## src/rtl/pmu_pkg.sv

```systemverilog
package pmu_pkg;
  localparam int PMU_CTRS = 4;
  localparam int PMU_DW   = 32;
  localparam int PMU_EW   = 8;
  localparam int PMU_AW   = 3;

  // register map
  localparam int ADDR_CTRL = 0;
  localparam int ADDR_EVT  = 1;
  localparam int ADDR_CTR0 = 2;

  // control bits that act on counting
  localparam int BIT_GFREEZE   = 31;
  localparam int BIT_FRZ_FIRST = 1;
  localparam int BIT_FRZ_REST  = 2;
  localparam logic [PMU_DW-1:0] CTRL_RESET = PMU_DW'(1) << BIT_GFREEZE;

  localparam logic [PMU_EW-1:0] CODE_INSTR     = 8'h02;
  localparam logic [PMU_EW-1:0] CODE_CYC       = 8'h1E;
  localparam logic [PMU_EW-1:0] CODE_CYC_ARCH  = 8'hF0;
  localparam logic [PMU_EW-1:0] CODE_INST_ARCH = 8'hFE;

  typedef enum logic [1:0] {EV_IDLE, EV_CYCLE, EV_RETIRE} evKind_t;

  typedef struct packed {
    logic [PMU_CTRS-1:0] ctrLoad;
    logic [PMU_CTRS-1:0] ctrStep;
    logic [PMU_DW-1:0]   loadData;
  } ctrStrobe_t;

  function automatic evKind_t decodeEvent(input logic [PMU_EW-1:0] code,
                                          input logic isFirst);
    evKind_t k;
    case (code)
      CODE_INSTR:     k = EV_RETIRE;
      CODE_CYC:       k = EV_CYCLE;
      CODE_CYC_ARCH:  k = isFirst ? EV_CYCLE : EV_IDLE;
      CODE_INST_ARCH: k = isFirst ? EV_RETIRE : EV_IDLE;
      default:        k = EV_IDLE;
    endcase
    return k;
  endfunction
endpackage

```

## src/rtl/pmu_control.sv

```systemverilog
module pmu_control
  import pmu_pkg::*;
#(
  parameter int NUM_CTR = PMU_CTRS,
  parameter int DW      = PMU_DW,
  parameter int EW      = PMU_EW,
  parameter int AW      = PMU_AW
) (
  input  logic          clk,
  input  logic          rst_n,
  input  logic [AW-1:0] regAddr,
  input  logic          regWrEn,
  input  logic [DW-1:0] regWrData,
  input  logic          retireIn,
  output logic [DW-1:0] ctrlQ,
  output logic [DW-1:0] evtQ,
  output ctrStrobe_t    strobes
);
  localparam logic [AW-1:0] CTRL_A = AW'(ADDR_CTRL);
  localparam logic [AW-1:0] EVT_A  = AW'(ADDR_EVT);

  always_ff @(posedge clk) begin
    if (!rst_n) begin
      ctrlQ <= CTRL_RESET;
      evtQ  <= '0;
    end else if (regWrEn) begin
      if (regAddr == CTRL_A) ctrlQ <= regWrData;
      if (regAddr == EVT_A)  evtQ  <= regWrData;
    end
  end

  assign strobes.loadData = regWrData;

  for (genvar i = 0; i < NUM_CTR; i++) begin : g_ctl
    localparam logic [AW-1:0] MY_A = AW'(ADDR_CTR0 + i);
    localparam int FRZ_BIT = (i == 0) ? BIT_FRZ_FIRST : BIT_FRZ_REST;
    logic [EW-1:0] code;
    logic          frozen;
    evKind_t       kind;

    assign code   = evtQ[(NUM_CTR-1-i)*EW +: EW];
    assign frozen = ctrlQ[BIT_GFREEZE] | ctrlQ[FRZ_BIT];
    assign kind   = frozen ? EV_IDLE : decodeEvent(code, i == 0);
    assign strobes.ctrStep[i] = (kind == EV_CYCLE) | ((kind == EV_RETIRE) & retireIn);
    assign strobes.ctrLoad[i] = regWrEn & (regAddr == MY_A);
  end
endmodule

```

## src/rtl/pmu_datapath.sv

```systemverilog
module pmu_datapath
  import pmu_pkg::*;
#(
  parameter int NUM_CTR = PMU_CTRS,
  parameter int DW      = PMU_DW
) (
  input  logic                        clk,
  input  logic                        rst_n,
  input  ctrStrobe_t                  strobes,
  output logic [NUM_CTR-1:0][DW-1:0]  ctrVals
);
  for (genvar i = 0; i < NUM_CTR; i++) begin : g_ctr
    always_ff @(posedge clk) begin
      if (!rst_n)                  ctrVals[i] <= '0;
      else if (strobes.ctrLoad[i]) ctrVals[i] <= strobes.loadData;
      else if (strobes.ctrStep[i]) ctrVals[i] <= ctrVals[i] + DW'(1);
    end
  end
endmodule

```

## src/rtl/pmu_counter_unit.sv

```systemverilog
module pmu_counter_unit
  import pmu_pkg::*;
#(
  parameter int NUM_CTR = PMU_CTRS,
  parameter int DW      = PMU_DW,
  parameter int EW      = PMU_EW,
  parameter int AW      = PMU_AW
) (
  input  logic          clk,
  input  logic          rst_n,
  input  logic [AW-1:0] regAddr,
  input  logic          regWrEn,
  input  logic [DW-1:0] regWrData,
  output logic [DW-1:0] regRdData,
  input  logic          retireIn
);
  logic [DW-1:0]              ctrlQ;
  logic [DW-1:0]              evtQ;
  logic [NUM_CTR-1:0][DW-1:0] ctrVals;
  ctrStrobe_t                 strobes;

  pmu_control #(.NUM_CTR(NUM_CTR), .DW(DW), .EW(EW), .AW(AW)) u_ctl (
    .clk(clk), .rst_n(rst_n), .regAddr(regAddr), .regWrEn(regWrEn),
    .regWrData(regWrData), .retireIn(retireIn),
    .ctrlQ(ctrlQ), .evtQ(evtQ), .strobes(strobes)
  );

  pmu_datapath #(.NUM_CTR(NUM_CTR), .DW(DW)) u_dp (
    .clk(clk), .rst_n(rst_n), .strobes(strobes), .ctrVals(ctrVals)
  );

  always_comb begin
    regRdData = '0;
    if (regAddr == AW'(ADDR_CTRL)) regRdData = ctrlQ;
    if (regAddr == AW'(ADDR_EVT))  regRdData = evtQ;
    for (int i = 0; i < NUM_CTR; i++)
      if (regAddr == AW'(ADDR_CTR0 + i)) regRdData = ctrVals[i];
  end
endmodule

```

## config.mk

```make
export PLATFORM = sky130hd
export DESIGN_NAME = pmu_counter_unit
export DESIGN_NICKNAME = d
export VERILOG_FILES = /design/src/rtl/pmu_pkg.sv /design/src/rtl/pmu_control.sv /design/src/rtl/pmu_datapath.sv /design/src/rtl/pmu_counter_unit.sv
export SDC_FILE = /design/constraint.sdc
export NUM_CORES = 1
export LEC_CHECK = 0
export ABC_AREA = 1
export BUFFER_PORTS_ARGS = -buffer_cell sky130_fd_sc_hd__buf_2
export CORE_MARGIN = 1
export CORE_UTILIZATION = 40
export CTS_CLUSTER_DIAMETER = 80
export DETAILED_ROUTE_END_ITERATION = 16
export HOLD_SLACK_MARGIN = 0.03
export MAX_ROUTING_LAYER = met4
export PLACE_DENSITY_LB_ADDON = 0.2
export SYNTH_ARGS = -nofsm -noshare
export SYNTH_HDL_FRONTEND = slang
export SYNTH_SLANG_ARGS = --single-unit
```

## constraint.sdc

```tcl
create_clock -name clk -period 3.65 [get_ports clk]
set_input_delay 0.1825 -clock clk [delete_from_list [all_inputs] [get_ports clk]]
set_output_delay 0.1825 -clock clk [all_outputs]
set_load 0.03 [all_outputs]
```

# After elaboration in Yosys (flattened, before gate mapping)
# Index checks and enable logic that the tools add are counted.
[op_classes] muxes=22 n_reduce_logical=9 magnitude_cmp=0 eq_ne=23 n_mul=0 bitwise=14 addsub=4 n_div=0 shift=0
[ops] cell="2-to-1 mux 32 bit" n=14
[ops] cell="adder 32 x 1 -> 32 bit (second input constant)" n=4
[ops] cell="equality test 8 x 2 -> 1 bit (second input constant)" n=4
[ops] cell="equality test 8 x 5 -> 1 bit (second input constant)" n=4
[ops] cell="equality test 8 bit (second input constant)" n=2
[ops] cell="case mux 2 bit (2 select lines)" n=4
[ops] cell="bitwise AND 1 bit" n=8
[ops] cell="equality test 2 x 1 -> 1 bit (second input constant)" n=4
[ops] cell="equality test 2 bit (second input constant)" n=4
[ops] cell="2-to-1 mux 2 bit" n=4
[ops] cell="nonzero test 2 bit" n=4
[ops] cell="equality test 3 x 2 -> 1 bit (second input constant)" n=2
[ops] cell="equality test 3 bit (second input constant)" n=2
[ops] cell="OR 1 bit" n=6
[ops] cell="AND reduction 2 bit" n=2
[ops] cell="OR reduction 2 bit" n=2
[ops] cell="equality test 3 x 1 -> 1 bit (second input constant)" n=1
[ops] cell="zero test 3 bit" n=1
[totals] out_inout_bits=32 n_memories=0 ff_bits=192 wordCells=78 input_bits=39 mem_bits_rw=0 romBits=0 latch_bits=0

# Logic depth before layout (Yosys ltp)
# Gate-level depths: netlist of run 1.
[logic_depth] ltp_word=9 ltp_mapped=13

# By module
# A second synthesis of run 1 with hierarchy kept.
[unflattened] hier_cells=2088 hier_area_um2=12969.9
[by_module_without_submodules] mod="pmu_datapath" seq_area_each_um2=2562.5 area_each_um2=8573.2 cells_per_inst=1343 instances=1
[by_module_without_submodules] mod="pmu_control" seq_area_each_um2=1281.2 area_each_um2=2811.4 cells_per_inst=388 instances=1
[by_module_without_submodules] mod="pmu_counter_unit" seq_area_each_um2=0.0 area_each_um2=1585.3 cells_per_inst=357 instances=1

# Worst setup path before layout of run 1
# OpenSTA, ideal clock, no wires.
[synth_timing] kind="register to register" from="register u_dp.ctrVals[64] (netlist bit)" to="register u_dp.ctrVals[82] (netlist bit)" arrival_time_ps=1594 path_stages_with_launch=11 slack_ps=1942 setup_ps=114 period_less_slack_ps=1708 path_cell_list="dfxtp_1 ha_1 nand3_1 nor2_1 nand3b_1 nor2_1 nand2_1 nand2_1 nand2_1 o21bai_1 inv_1"
[synth_via] elab_chain_len=3
[synth_rtl] element="start, declared" line_no="pmu_datapath.sv:10" text="output logic [NUM_CTR-1:0][DW-1:0] ctrVals"
[synth_rtl] element="start signal, assigned by index" line_no="pmu_datapath.sv:15" text="else if (strobes.ctrLoad[i]) ctrVals[i] <= strobes.loadData;"
[synth_rtl] element="start signal, assigned by index" line_no="pmu_datapath.sv:16" text="else if (strobes.ctrStep[i]) ctrVals[i] <= ctrVals[i] + DW'(1);"
[synth_rtl] element="adder 32 x 1 -> 32 bit" line_no="pmu_datapath.sv:16"
[synth_rtl] element="2-to-1 mux 32 bit" line_no="pmu_datapath.sv:16"
[synth_rtl] element="2-to-1 mux 32 bit" line_no="pmu_datapath.sv:15"
# Every way passes these cells. The select of a mux whose other input is x is not followed.
# A chain may end at the register's enable or synchronous reset.

# Final worst setup path of run 1
[layout_timing] from="input port regAddr[0]" to="output port regRdData[9]"
[layout_via] elab_chain_len=7 elab_cells_between_ends=12 classes_between="eq/ne: 5; mux: 6; reduce/logical: 1"
[layout_rtl] element="start, declared" line_no="pmu_counter_unit.sv:11" text="input logic [AW-1:0] regAddr,"
[layout_rtl] element="zero test 3 bit" line_no="pmu_counter_unit.sv:34" text="if (regAddr == AW'(ADDR_CTRL)) regRdData = ctrlQ;"
[layout_rtl] element="2-to-1 mux 32 bit" line_no="pmu_counter_unit.sv:34"
[layout_rtl] element="2-to-1 mux 32 bit" line_no="pmu_counter_unit.sv:35" text="if (regAddr == AW'(ADDR_EVT)) regRdData = evtQ;"
[layout_rtl] element="2-to-1 mux 32 bit (3 in a row)" line_no="pmu_counter_unit.sv:37" text="if (regAddr == AW'(ADDR_CTR0 + i)) regRdData = ctrVals[i];"
[layout_rtl] element="2-to-1 mux 32 bit *" line_no="pmu_counter_unit.sv:37"
[layout_rtl] element="end, declared" line_no="pmu_counter_unit.sv:14" text="output logic [DW-1:0] regRdData,"
# Mark *: on every way between the ends. The rest lies on a longest branch, timed or not.

==> out/qor.yml, run 1 <==
status: "completed"
timing.critical_path.fanout_max: 18
setup.worst_path.class: "input pin to output port"
clock_tree.htree_level_count: 4
synth.avg_cell_area_sq_um: 5.855
r2r.worst_path.cells: 10
cts.reportedPaths.clkPinSlew_ns: 0.08
remaining_design_rule_violation_count: 0
initial_cell_density_of_the_core_pct: 40.61
power_leakage_nw: 5.397
cell_area_after_layout_sq_mm: 0.01401
via_count: 15090
hold_class: "input pin to register"
post_cts_resized: 0
dieHeight_um: 181.0
place_hpwl_mm: 43.40
root_driver: "clkbuf_16"
portion_of_the_post_synthesis_area_used_by_sequential_elements_pct: 29.99
ys_seq_elements: 192
hold_path_cell_cnt: 3
area_growth_syn_to_layout_pct: 9.294
die_w_um: 181.0
ir_worst_vdd_uv: 357.1
die_area_sq_mm: 0.03276
holdBufCountCts: 0
timing.critical_path.buf_inv: 5
route.antenna.remaining_nets: 0
first_pass_grt_wire_length_mm: 86.71
grt_antenna_before_repair: 2
grt.total_usage_pct: 36.39
timing.critical_path.slowest_cell_delay_ns: 0.32
first_global_vias: 13550
relSlewSlack_pct: 46.63
drt_pre_antenna_iters: 6
timing.setup.tns_ns: 0
io_pins: 71
synth.yosys.warnings: 0
worstSetupEndpointType: "output port"
cap_violations: 0
path_depth: 10
max_freq_ghz: 0.4124
crit_path_start_kind: "input pin"
globalRouteOverflowTotal: 0
unrepaired_setup_endpoints_after_global_routing: "false"
detailed_place.area_sq_mm: 0.01345
cts_setup_buffers: 0
layout_cells_sized_above_1_pct: 7.294
crit_top_cell: "buf_2"
critical-path-slowest-cell: "buf_4"
cts-buffers-inserted: 17
timing.final.hold_violations: 0
synth.net_count: 2232
vias_per_cell: 5.747
drt-initial-drc-count: 1735
setup_viol: 0
clkSinkCount: 192
synth_cells: 2189
timing_max_transition_violations_final: 0
cts_tree: "built"
cpLargestDelayFamily: "buffers and inverters"
placement.io_buffers: 70
cts_max_path_buffers: 2
yosys.cell_types.count: 42
timing.final.crit_period_ns: 2.425
fp.coreArea_sq_mm: 0.03156
syn-cell-area_sq_mm: 0.01282
tightest_slew_ns: 0.7986
cellPowerDensity_mw_per_mm2: 326.7
pin_count_of_the_biggest_net_entering_global_routing: 62
worst-endpoint-arrival_ns: 2.24
final_net_count: 2251
final.setup_skew_ns: 0.009545
worstPathCellList: "buf_2 -> inv_2 -> nor2_2 -> nand2_1 -> buf_4 -> inv_1 -> a22o_1 -> a21oi_1 -> nand4_1 -> buf_2"
routabilityCongestion: 1.049
final_min_period_over_clock_period_pct: 66.43
drt-total-wl_mm: 57.99
std_cell_rows: 65
required_time_at_the_endpoint_of_the_critical_path_ns: 3.47
worstSkewPairLatency_ns: 0.45
wl_per_cell_um: 22.09
## report_power, final
part / internal [mW] / leakage, nW / switching [mW]
Clock: 0.897 / 0.270 / 0.985
Combinational: 0.117 / 3.57 / 0.366
Sequential: 2.15 / 1.56 / 0.0657
Total: 3.16 / 5.40 / 1.42
## registers in the layout (all words and copies together) (netlist names)
register and cells:
u_ctl.ctrlQ 32, u_ctl.evtQ 32, u_dp.ctrVals 128
## tightest hold or removal path, cell delays in order
cell and delay [ns]:
buf_2 0.14, nand2_1 0.07, a31oi_1 0.07
## kinds of logic (layout without fill, tap and decap cells)
logic type	Yosys count	in the layout	share of synthesized area (%)
buffers and inverters	304	336	9.382
other	0	2	0
flip-flops	192	192	29.99
AND/OR/NAND/NOR	1230	1230	39.83
XOR/XNOR	36	36	2.460
adder cells (fa/ha/maj)	4	4	0.3905
AO/OA/AOI/OAI	423	423	17.94
## routing by layer
metal	global-route usage, %	vias up	routed length [um]	share of wire [%]
li1	-	7151	-	-
met1	47.61	6949	24140	42
met2	52.86	855	24730	43
met3	7.640	131	5905	10
met4	18.14	0	3215	5.5
met5	-	-	0	0
## cells in the mapped netlist, drive strengths merged
library cell | instances | share of area, %
dfxtp | 192 | 30
nand3 | 149 | 6.0
clkinv | 2 | 0.059
o2111ai | 26 | 1.8
or2 | 5 | 0.24
nor3 | 20 | 0.78
o22ai | 8 | 0.39
ha | 4 | 0.39
a22o | 1 | 0.068
nor3b | 2 | 0.12
inv | 210 | 6.2
nand2 | 703 | 21
o21bai | 6 | 0.35
o211ai | 7 | 0.41
a31oi | 14 | 0.68
nand3b | 29 | 1.7
nand4 | 20 | 0.98
a211oi | 1 | 0.059
xnor2 | 13 | 0.89
buf | 40 | 1.6
xor2 | 23 | 1.6
and2 | 1 | 0.049
a22oi | 2 | 0.12
nor4 | 1 | 0.049
clkbuf | 52 | 1.6
nor2 | 300 | 9.2
o21ai | 161 | 6.3
o221ai | 2 | 0.14
a221oi | 1 | 0.068
a21o | 1 | 0.059
a21oi | 193 | 7.5
## cells in the final DEF, fill, tap and decap left out, drive strengths merged, types with 4 or more instances in the layout
| master | netlist | final |
|---|---|---|
| inv | 210 | 217 |
| a31oi | 14 | 14 |
| o211ai | 7 | 7 |
| xor2 | 23 | 23 |
| clkinv | 2 | 8 |
| nand4 | 20 | 20 |
| nor2 | 300 | 300 |
| o21bai | 6 | 6 |
| buf | 40 | 92 |
| ha | 4 | 4 |
| nand2 | 703 | 703 |
| xnor2 | 13 | 13 |
| o21ai | 161 | 161 |
| nand3b | 29 | 29 |
| nor3 | 20 | 20 |
| a21oi | 193 | 193 |
| or2 | 5 | 5 |
| o2111ai | 26 | 26 |
| dfxtp | 192 | 192 |
| nand3 | 149 | 149 |
| o22ai | 8 | 8 |
| clkbuf | 52 | 17 |
## worst paths after layout
kind | from | end | slack [ns]
setup reg to reg | u_dp.ctrVals[65]$_SDFFE_PN0P_ | u_dp.ctrVals[82]$_SDFFE_PN0P_ | 1.28
hold reg to reg | u_ctl.evtQ[0]$_SDFFE_PN0P_ | u_ctl.evtQ[0]$_SDFFE_PN0P_ | 0.48
setup / recovery | regAddr[0] | regRdData[9] | 1.23
hold / removal | regWrData[8] | u_dp.ctrVals[72]$_SDFFE_PN0P_ | 0.06
## through the flow
step | instances | hold slack (ns) | utilization (%) | power (mW) | worst slack (ns)
4_1_cts | 2623 | 0.04931 | 44.37 | 4.562 | 1.329
3_5_place_dp | 2591 | 0.4698 | 42.62 | 2.724 | 1.310
2_1_floorplan | 2189 | 0.3129 | - | 2.500 | 1.942
6_report | 2625 | 0.05775 | 44.39 | 4.577 | 1.225
3_3_place_gp | 2591 | 0.4558 | 42.62 | 2.722 | 1.312
5_1_grt | 2625 | 0.07852 | 44.39 | 4.702 | 1.034
## cell type report
class                           count  area [sq um]
Multi-Input combinational cell   1693          7787
Antenna cell                        2         5.005
Clock buffer                       17         425.4
Clock inverter                     15         128.9
Timing Repair Buffer               92         518.0
Tap cell                          402         503.0
Fill cell                        3420         17550
Inverter                          212         795.8
Sequential cell                   192          3844
Note: power is estimated with default switching activity, not from simulation.
==> run 2, diff against run 1 <==
Clock period 3.65 ns to 2.5 ns, I/O delays scaled along.
==> run 2 against run 1 <==
Net effect: register-to-register slack worse by 1.1 ns; sequential cell count unchanged; critical path depth unchanged; design area up 1.7%; sequential power up 46%; total power up 52%; non-clock buffer count up 17; hold slack about the same; largest power group unchanged.
==> out/qor.yml, run 2 (synthesis results as in run 1) <==
power_mw: 6.958  # +52%
timing_max_transition_violations_final: 0  # unchanged
remaining_design_rule_violation_count: 0  # unchanged
largest_registers: "u_dp.ctrVals x128, u_ctl.ctrlQ x32, u_ctl.evtQ x32"
final_net_count: 2268  # +0.76%
timing.final.hold_violations: 0  # unchanged
grt_antenna_before_repair: 2  # unchanged
final_cells: 2643  # +0.69%
cts_max_path_buffers: 2  # unchanged
cts-buffers-inserted: 17  # unchanged
final.setup_skew_ns: 0.01109  # +0.001547 ns
reg2reg_setup_slack_ns: 0.20  # -1.08 ns
required_time_at_the_endpoint_of_the_critical_path_ns: 2.86  # -0.61 ns
tightest_slew_ns: 0.9763  # +0.1777 ns
cap_violations: 0  # unchanged
via_count: 15140  # +0.36%
critical-path-slowest-cell: "dfxtp_1"
crit_top_cell: "nand3_1"
cts.reportedPaths.clkPinSlew_ns: 0.08  # about the same
clkSinkCount: 192  # unchanged
unrepaired_setup_endpoints_after_global_routing: "false"
initial_cell_density_of_the_core_pct: 40.61  # unchanged
routabilityCongestion: 1.011  # -3.6%
worst-endpoint-arrival_ns: 2.67  # +0.43 ns
largest_register_ffs: 128  # unchanged
fp.coreArea_sq_mm: 0.03156  # unchanged
placement.io_buffers: 70  # unchanged
dieHeight_um: 181.0  # unchanged
timing.critical_path.slowest_cell_delay_ns: 0.45  # +0.13 ns
final_min_period_over_clock_period_pct: 92.13
post-route-util_pct: 45.13  # +0.74 points
mostFrequentLayoutCell: "nand2_1"
area_growth_syn_to_layout_pct: 11.11
die_area_sq_mm: 0.03276  # unchanged
layout.area.seq_sq_mm: 0.003844  # unchanged
ir_worst_vdd_uv: 516.1  # +45%
layout_cells_sized_above_1_pct: 7.775  # +0.48 points
drt_pre_antenna_iters: 7  # +1
timing.critical_path.fanout_max: 6  # -12
globalRouteOverflowTotal: 0  # unchanged
detailed_place.area_sq_mm: 0.01358  # +0.95%
root_driver: "clkbuf_16"
first_pass_grt_wire_length_mm: 88.62  # +2.2%
timing.setup.tns_ns: 0  # unchanged
worstPathCellList: "ha_1 -> nand3_2 -> nor2_1 -> nand3_2 -> nor2_1 -> nand3_1 -> nand2_1 -> nand3_1 -> nand3_1 -> inv_1"
cell_area_after_layout_sq_mm: 0.01424  # +1.7%
power_leakage_nw: 5.507  # +2.0%
std_cell_rows: 65  # unchanged
post_cts_resized: 0  # unchanged
vias_per_cell: 5.729  # -0.32%
drt-initial-drc-count: 1789  # +3.1%
hold_class: "input pin to register"
clock_tree.htree_level_count: 4  # unchanged
first_global_vias: 13760  # +1.6%
worstSetupEndpointType: "register"
relSlewSlack_pct: 34.82  # -12 points
most-common-layout-cells: "nand2_1 (698), nor2_1 (287), inv_1 (200), a21oi_1 (193), dfxtp_1 (192)"
top_register: "u_dp.ctrVals"
io_pins: 71  # unchanged
multiInputGateArea_sq_mm: 0.007787  # unchanged
timing.final.crit_period_ns: 2.303
finalWorstSetupSlack_ns: 0.1967  # -1.029 ns
pin_count_of_the_biggest_net_entering_global_routing: 114  # +84%
drt-total-wl_mm: 59.98  # +3.4%
setup.worst_path.class: "register to register"
worstSkewPairLatency_ns: 0.46  # about the same
worst_setup_slack_before_clock_tree_synthesis_ns: 0.2958  # -1.015 ns
max_freq_ghz: 0.4342
setup_viol: 0  # unchanged
place_hpwl_mm: 44.94  # +3.5%
cellPowerDensity_mw_per_mm2: 488.6  # +50%
crit_path_start_kind: "register"
n_fill_cell: 3452  # +0.94%
route.antenna.remaining_nets: 0  # unchanged
grt.total_usage_pct: 37.67  # +1.3 points
finalHoldWorstSlack_ns: 0.05746  # -0.0002898 ns
numPlacedInstances: 2603  # +0.46%
die_w_um: 181.0  # unchanged
cts_tree: "built"
wl_per_cell_um: 22.69  # +2.7%
status: "completed"
## run 2: what timing repair did
item,4_1_cts,5_1_grt
endpoints found under the hold margin,6,0
hold buffers,5,0
setup buffers,0,0
## run 2: where the power goes
part	switching [mW]	internal, mW	total, mW
Combinational	0.538	0.185	0.723
Clock	1.42	1.59	3.00
Sequential	0.0972	3.13	3.23
Total	2.05	4.91	6.96
## run 2: cell type report
| class | instances | share of cell area, % |
|---|---|---|
| diodes | 3 | 0.05272 |
| clock buffers | 17 | 2.987 |
| clock inverters | 15 | 1.274 |
| inverters | 212 | 5.588 |
| multi-input cells | 1693 | 54.69 |
| flip-flops and latches | 192 | 26.99 |
| well taps | 402 | 3.532 |
| repair buffers | 109 | 4.885 |
## run 2: critical path, delay by kind of cell, from the launching register on
kind	cells	cell delay, ns
fa+ha+maj	1	0.27
flops	1	0.45
simple gates	8	1.44
buf+inv	1	0.04
## run 2: worst paths after layout
path / from / to / depth (start not counted)
max: u_dp.ctrVals[96]$_SDFFE_PN0P_ / u_dp.ctrVals[122]$_SDFFE_PN0P_ / 10
min: regWrData[24] / u_dp.ctrVals[88]$_SDFFE_PN0P_ / 5
max reg2reg: u_dp.ctrVals[96]$_SDFFE_PN0P_ / u_dp.ctrVals[122]$_SDFFE_PN0P_ / 10
min reg2reg: u_ctl.evtQ[0]$_SDFFE_PN0P_ / u_ctl.evtQ[0]$_SDFFE_PN0P_ / 2
## run 2: routing by layer
metal	part of all wire, %	vias to the layer above	GRT usage, %
met3	9.1	117	8.647
met4	4.8	0	16.85
met1	43	7143	47.83
met5	0	-	-
li1	-	7178	-
met2	43	703	56.82
==> run 3, diff against run 2 <==
==> constraint.sdc (replaced) <==
create_clock -name clk -period 2.5 [get_ports clk]
set_input_delay 0.625 -clock clk [delete_from_list [all_inputs] [get_ports clk]]
set_output_delay 0.625 -clock clk [all_outputs]
set_load 0.03 [all_outputs]
==> run 3 against run 2 <==
Net effect: critical endpoint is now regRdData[27]; critical path depth is the same; routed wire length grew 5.4%; highest routed layer unchanged; register-to-register slack gained 0.17 ns; the run now ends with setup timing left; clock power shrank 5%.
==> out/qor.yml, run 3 (synthesis results as in run 1) <==
die_w_um: 181.0  # unchanged
first_pass_grt_wire_length_mm: 91.74  # +3.5%
n_fill_cell: 3388  # -1.9%
internal_power_mw: 4.770  # -2.8%
clock_tree.htree_level_count: 4  # unchanged
power.sequential.fraction_pct: 46.4  # about the same
crit_path_start_kind: "input pin"
drt-initial-drc-count: 1804  # +0.84%
dieHeight_um: 181.0  # unchanged
cellPowerDensity_mw_per_mm2: 445.4  # -8.8%
pin_count_of_the_biggest_net_entering_global_routing: 85  # -25%
worst_r2r_startpoint: "u_dp.ctrVals[96]$_SDFFE_PN0P_"
clkSinkCount: 192  # unchanged
grt.total_usage_pct: 39.33  # +1.7 points
mostFrequentLayoutCell: "nand2_1"
cell_area_after_layout_sq_mm: 0.01573  # +10%
final_cells: 2696  # +2.0%
grt_antenna_before_repair: 1  # -1
worstSetupEndpointType: "output port"
required_time_at_the_endpoint_of_the_critical_path_ns: 1.88  # -0.98 ns
reg2reg_setup_slack_ns: 0.37  # +0.17 ns
routabilityCongestion: 1.048  # +3.6%
max_freq_ghz: 0.3913  # -9.9%
share_comb_of_total_power_pct: 12.7  # +2.3 points
vias_per_cell: 5.749  # +0.36%
hold_class: "input pin to register"
placement.io_buffers: 70  # unchanged
setup_viol: 4  # +4
area_growth_syn_to_layout_pct: 22.70
layout_cells_sized_above_1_pct: 14.65  # +6.9 points
relSlewSlack_pct: 55.62  # +21 points
timing_max_transition_violations_final: 0  # unchanged
worstSetupStartpoint: "regAddr[0]"
endpoint: "regRdData[27]"
cts_tree: "built"
timing.critical_path.fanout_max: 8  # +2
power.clock.fraction_pct: 40.8  # -2.4 points
finalHoldWorstSlack_ns: 0.4704  # +0.4130 ns
timing.setup.tns_ns: -0.09277  # -0.09277 ns
first_global_vias: 14120  # +2.7%
timing.final.crit_period_ns: 2.555  # +0.2520 ns
cts_max_path_buffers: 2  # unchanged
largest_registers: "u_dp.ctrVals x128, u_ctl.ctrlQ x32, u_ctl.evtQ x32"
drt_pre_antenna_iters: 5  # -2
setup.worst_path.class: "input pin to output port"
remaining_design_rule_violation_count: 0  # unchanged
via_count: 15500  # +2.4%
cts.reportedPaths.clkPinSlew_ns: 0.08  # about the same
timing.final.hold_violations: 0  # unchanged
most-common-layout-cells: "nand2_1 (667), nor2_1 (286), inv_1 (196), dfxtp_1 (192), a21oi_1 (170)"
cts-buffers-inserted: 17  # unchanged
cap_violations: 0  # unchanged
holdBufCountCts: 0  # -5
die_area_sq_mm: 0.03276  # unchanged
final_min_period_over_clock_period_pct: 102.2  # +10 points
initial_cell_density_of_the_core_pct: 40.61  # unchanged
post-route-util_pct: 49.83  # +4.7 points
r2r.worst_path.cells: 10  # unchanged
ir_worst_vdd_uv: 509.9  # -1.2%
status: "finished, violations left"
failing_checks: "setup timing"
final_net_count: 2323  # +2.4%
root_driver: "clkbuf_16"
top_register: "u_dp.ctrVals"
fp.coreArea_sq_mm: 0.03156  # unchanged
power_leakage_nw: 6.178  # +12%
detailed_place.area_sq_mm: 0.01407  # +3.6%
crit-reg2reg-capture: "u_dp.ctrVals[122]$_SDFFE_PN0P_"
unrepaired_setup_endpoints_after_global_routing: "true"
io_pins: 71  # unchanged
largest_register_ffs: 128  # unchanged
worstSkewPairLatency_ns: 0.46  # about the same
std_cell_rows: 65  # unchanged
numPlacedInstances: 2650  # +1.8%
globalRouteOverflowTotal: 0  # unchanged
wl_per_cell_um: 23.46  # +3.4%
tightest_slew_ns: 0.6650  # -0.3113 ns
route.antenna.remaining_nets: 0  # unchanged
sw_share_pct: 31.89  # +2.4 points
finalWorstSetupSlack_ns: -0.05535  # -0.2520 ns
net-switching-power_mw: 2.233  # +8.9%
worst-endpoint-arrival_ns: 1.93  # -0.74 ns
place_hpwl_mm: 47.70  # +6.1%
final.setup_skew_ns: 0.01104  # -0.00005020 ns
drt-total-wl_mm: 63.24  # +5.4%
run 3: cell count changes in the layout (fill, tap and decap cells not counted), moves of 7 or more:
| cell | previous run | this run |
|---|---|---|
| buf_4 | 32 | 63 |
| o21ai_0 | 156 | 138 |
| nand2_1 | 698 | 667 |
| nand2_2 | 4 | 26 |
| nand2_4 | 1 | 10 |
| o2111ai_2 | 0 | 19 |
| a21oi_1 | 193 | 170 |
| a21oi_2 | 0 | 23 |
| buf_6 | 0 | 40 |
| buf_2 | 69 | 34 |
| o21ai_2 | 0 | 12 |
| buf_12 | 3 | 19 |
| o2111ai_1 | 26 | 0 |
| o2111ai_4 | 0 | 7 |
run 3: how the worst min path moves through the flow:
stage	from	endpoint	slack (ns)	cells after the start
finish	regWrData[6]	u_dp.ctrVals[70]$_SDFFE_PN0P_	0.47	3
global route	regWrData[6]	u_dp.ctrVals[70]$_SDFFE_PN0P_	0.46	3
CTS	regWrData[6]	u_dp.ctrVals[70]$_SDFFE_PN0P_	0.46	3
detailed placement	u_dp.ctrVals[127]$_SDFFE_PN0P_	u_dp.ctrVals[127]$_SDFFE_PN0P_	0.48	2
global placement	u_dp.ctrVals[127]$_SDFFE_PN0P_	u_dp.ctrVals[127]$_SDFFE_PN0P_	0.47	2
floorplan	u_ctl.evtQ[0]$_SDFFE_PN0P_	u_ctl.evtQ[0]$_SDFFE_PN0P_	0.44	2
run 3: cell type report:
class	count	area, sq um	share of cell area, %
multi-input cells	1693	8343	53.06
flip-flops and latches	192	3844	24.44
repair buffers	164	1647	10.47
inverters	212	804.5	5.116
well taps	402	503.0	3.199
clock buffers	17	425.4	2.705
clock inverters	15	156.4	0.9946
diodes	1	2.502	0.01591
run 3: per-layer routing:
metal / share of wire [%] / global-route usage [%] / vias up / routed length [um]
met2: 44 / 59.41 / 771 / 27610
li1: - / - / 7280 / -
met5: 0 / - / - / 0
met1: 42 / 49.50 / 7292 / 26360
met3: 8.7 / 7.277 / 157 / 5480
met4: 6.0 / 21.53 / 0 / 3795
run 3: worst max-delay path, stage by stage:
cell and delay, ns:
buf_8 0.11, buf_6 0.12, nor3_4 0.23, buf_6 0.18, buf_8 0.14, nand2_1 0.06
o21ai_1 0.13, a21oi_2 0.08, o2111ai_2 0.09, buf_6 0.16
run 3: repair_timing:
item                       4_1_cts  5_1_grt
cloned                           3        5
pin swaps                        9       25
setup endpoints to repair       32       32
resized for setup              139      104
buffers inserted                 3       12
run 3: power by group through the flow:
stage | Combinational [mW] | Sequential, mW | Clock (mW)
after global placement | 0.745 | 3.31 | 0
final | 0.892 | 3.25 | 2.86
after detailed placement | 0.751 | 3.31 | 0
after global routing | 0.931 | 3.26 | 3.01
after CTS | 0.817 | 3.24 | 2.89
after floorplan | 0.394 | 3.26 | 0
run 3: stage by stage:
| step | worst slack [ns] | total power, mW |
|---|---|---|
| global route | -0.1082 | 7.199 |
| global placement | -0.2083 | 4.059 |
| detailed placement | -0.2310 | 4.064 |
| floorplan | -0.07971 | 3.650 |
| finish | -0.05535 | 7.004 |
| CTS | -0.04975 | 6.955 |
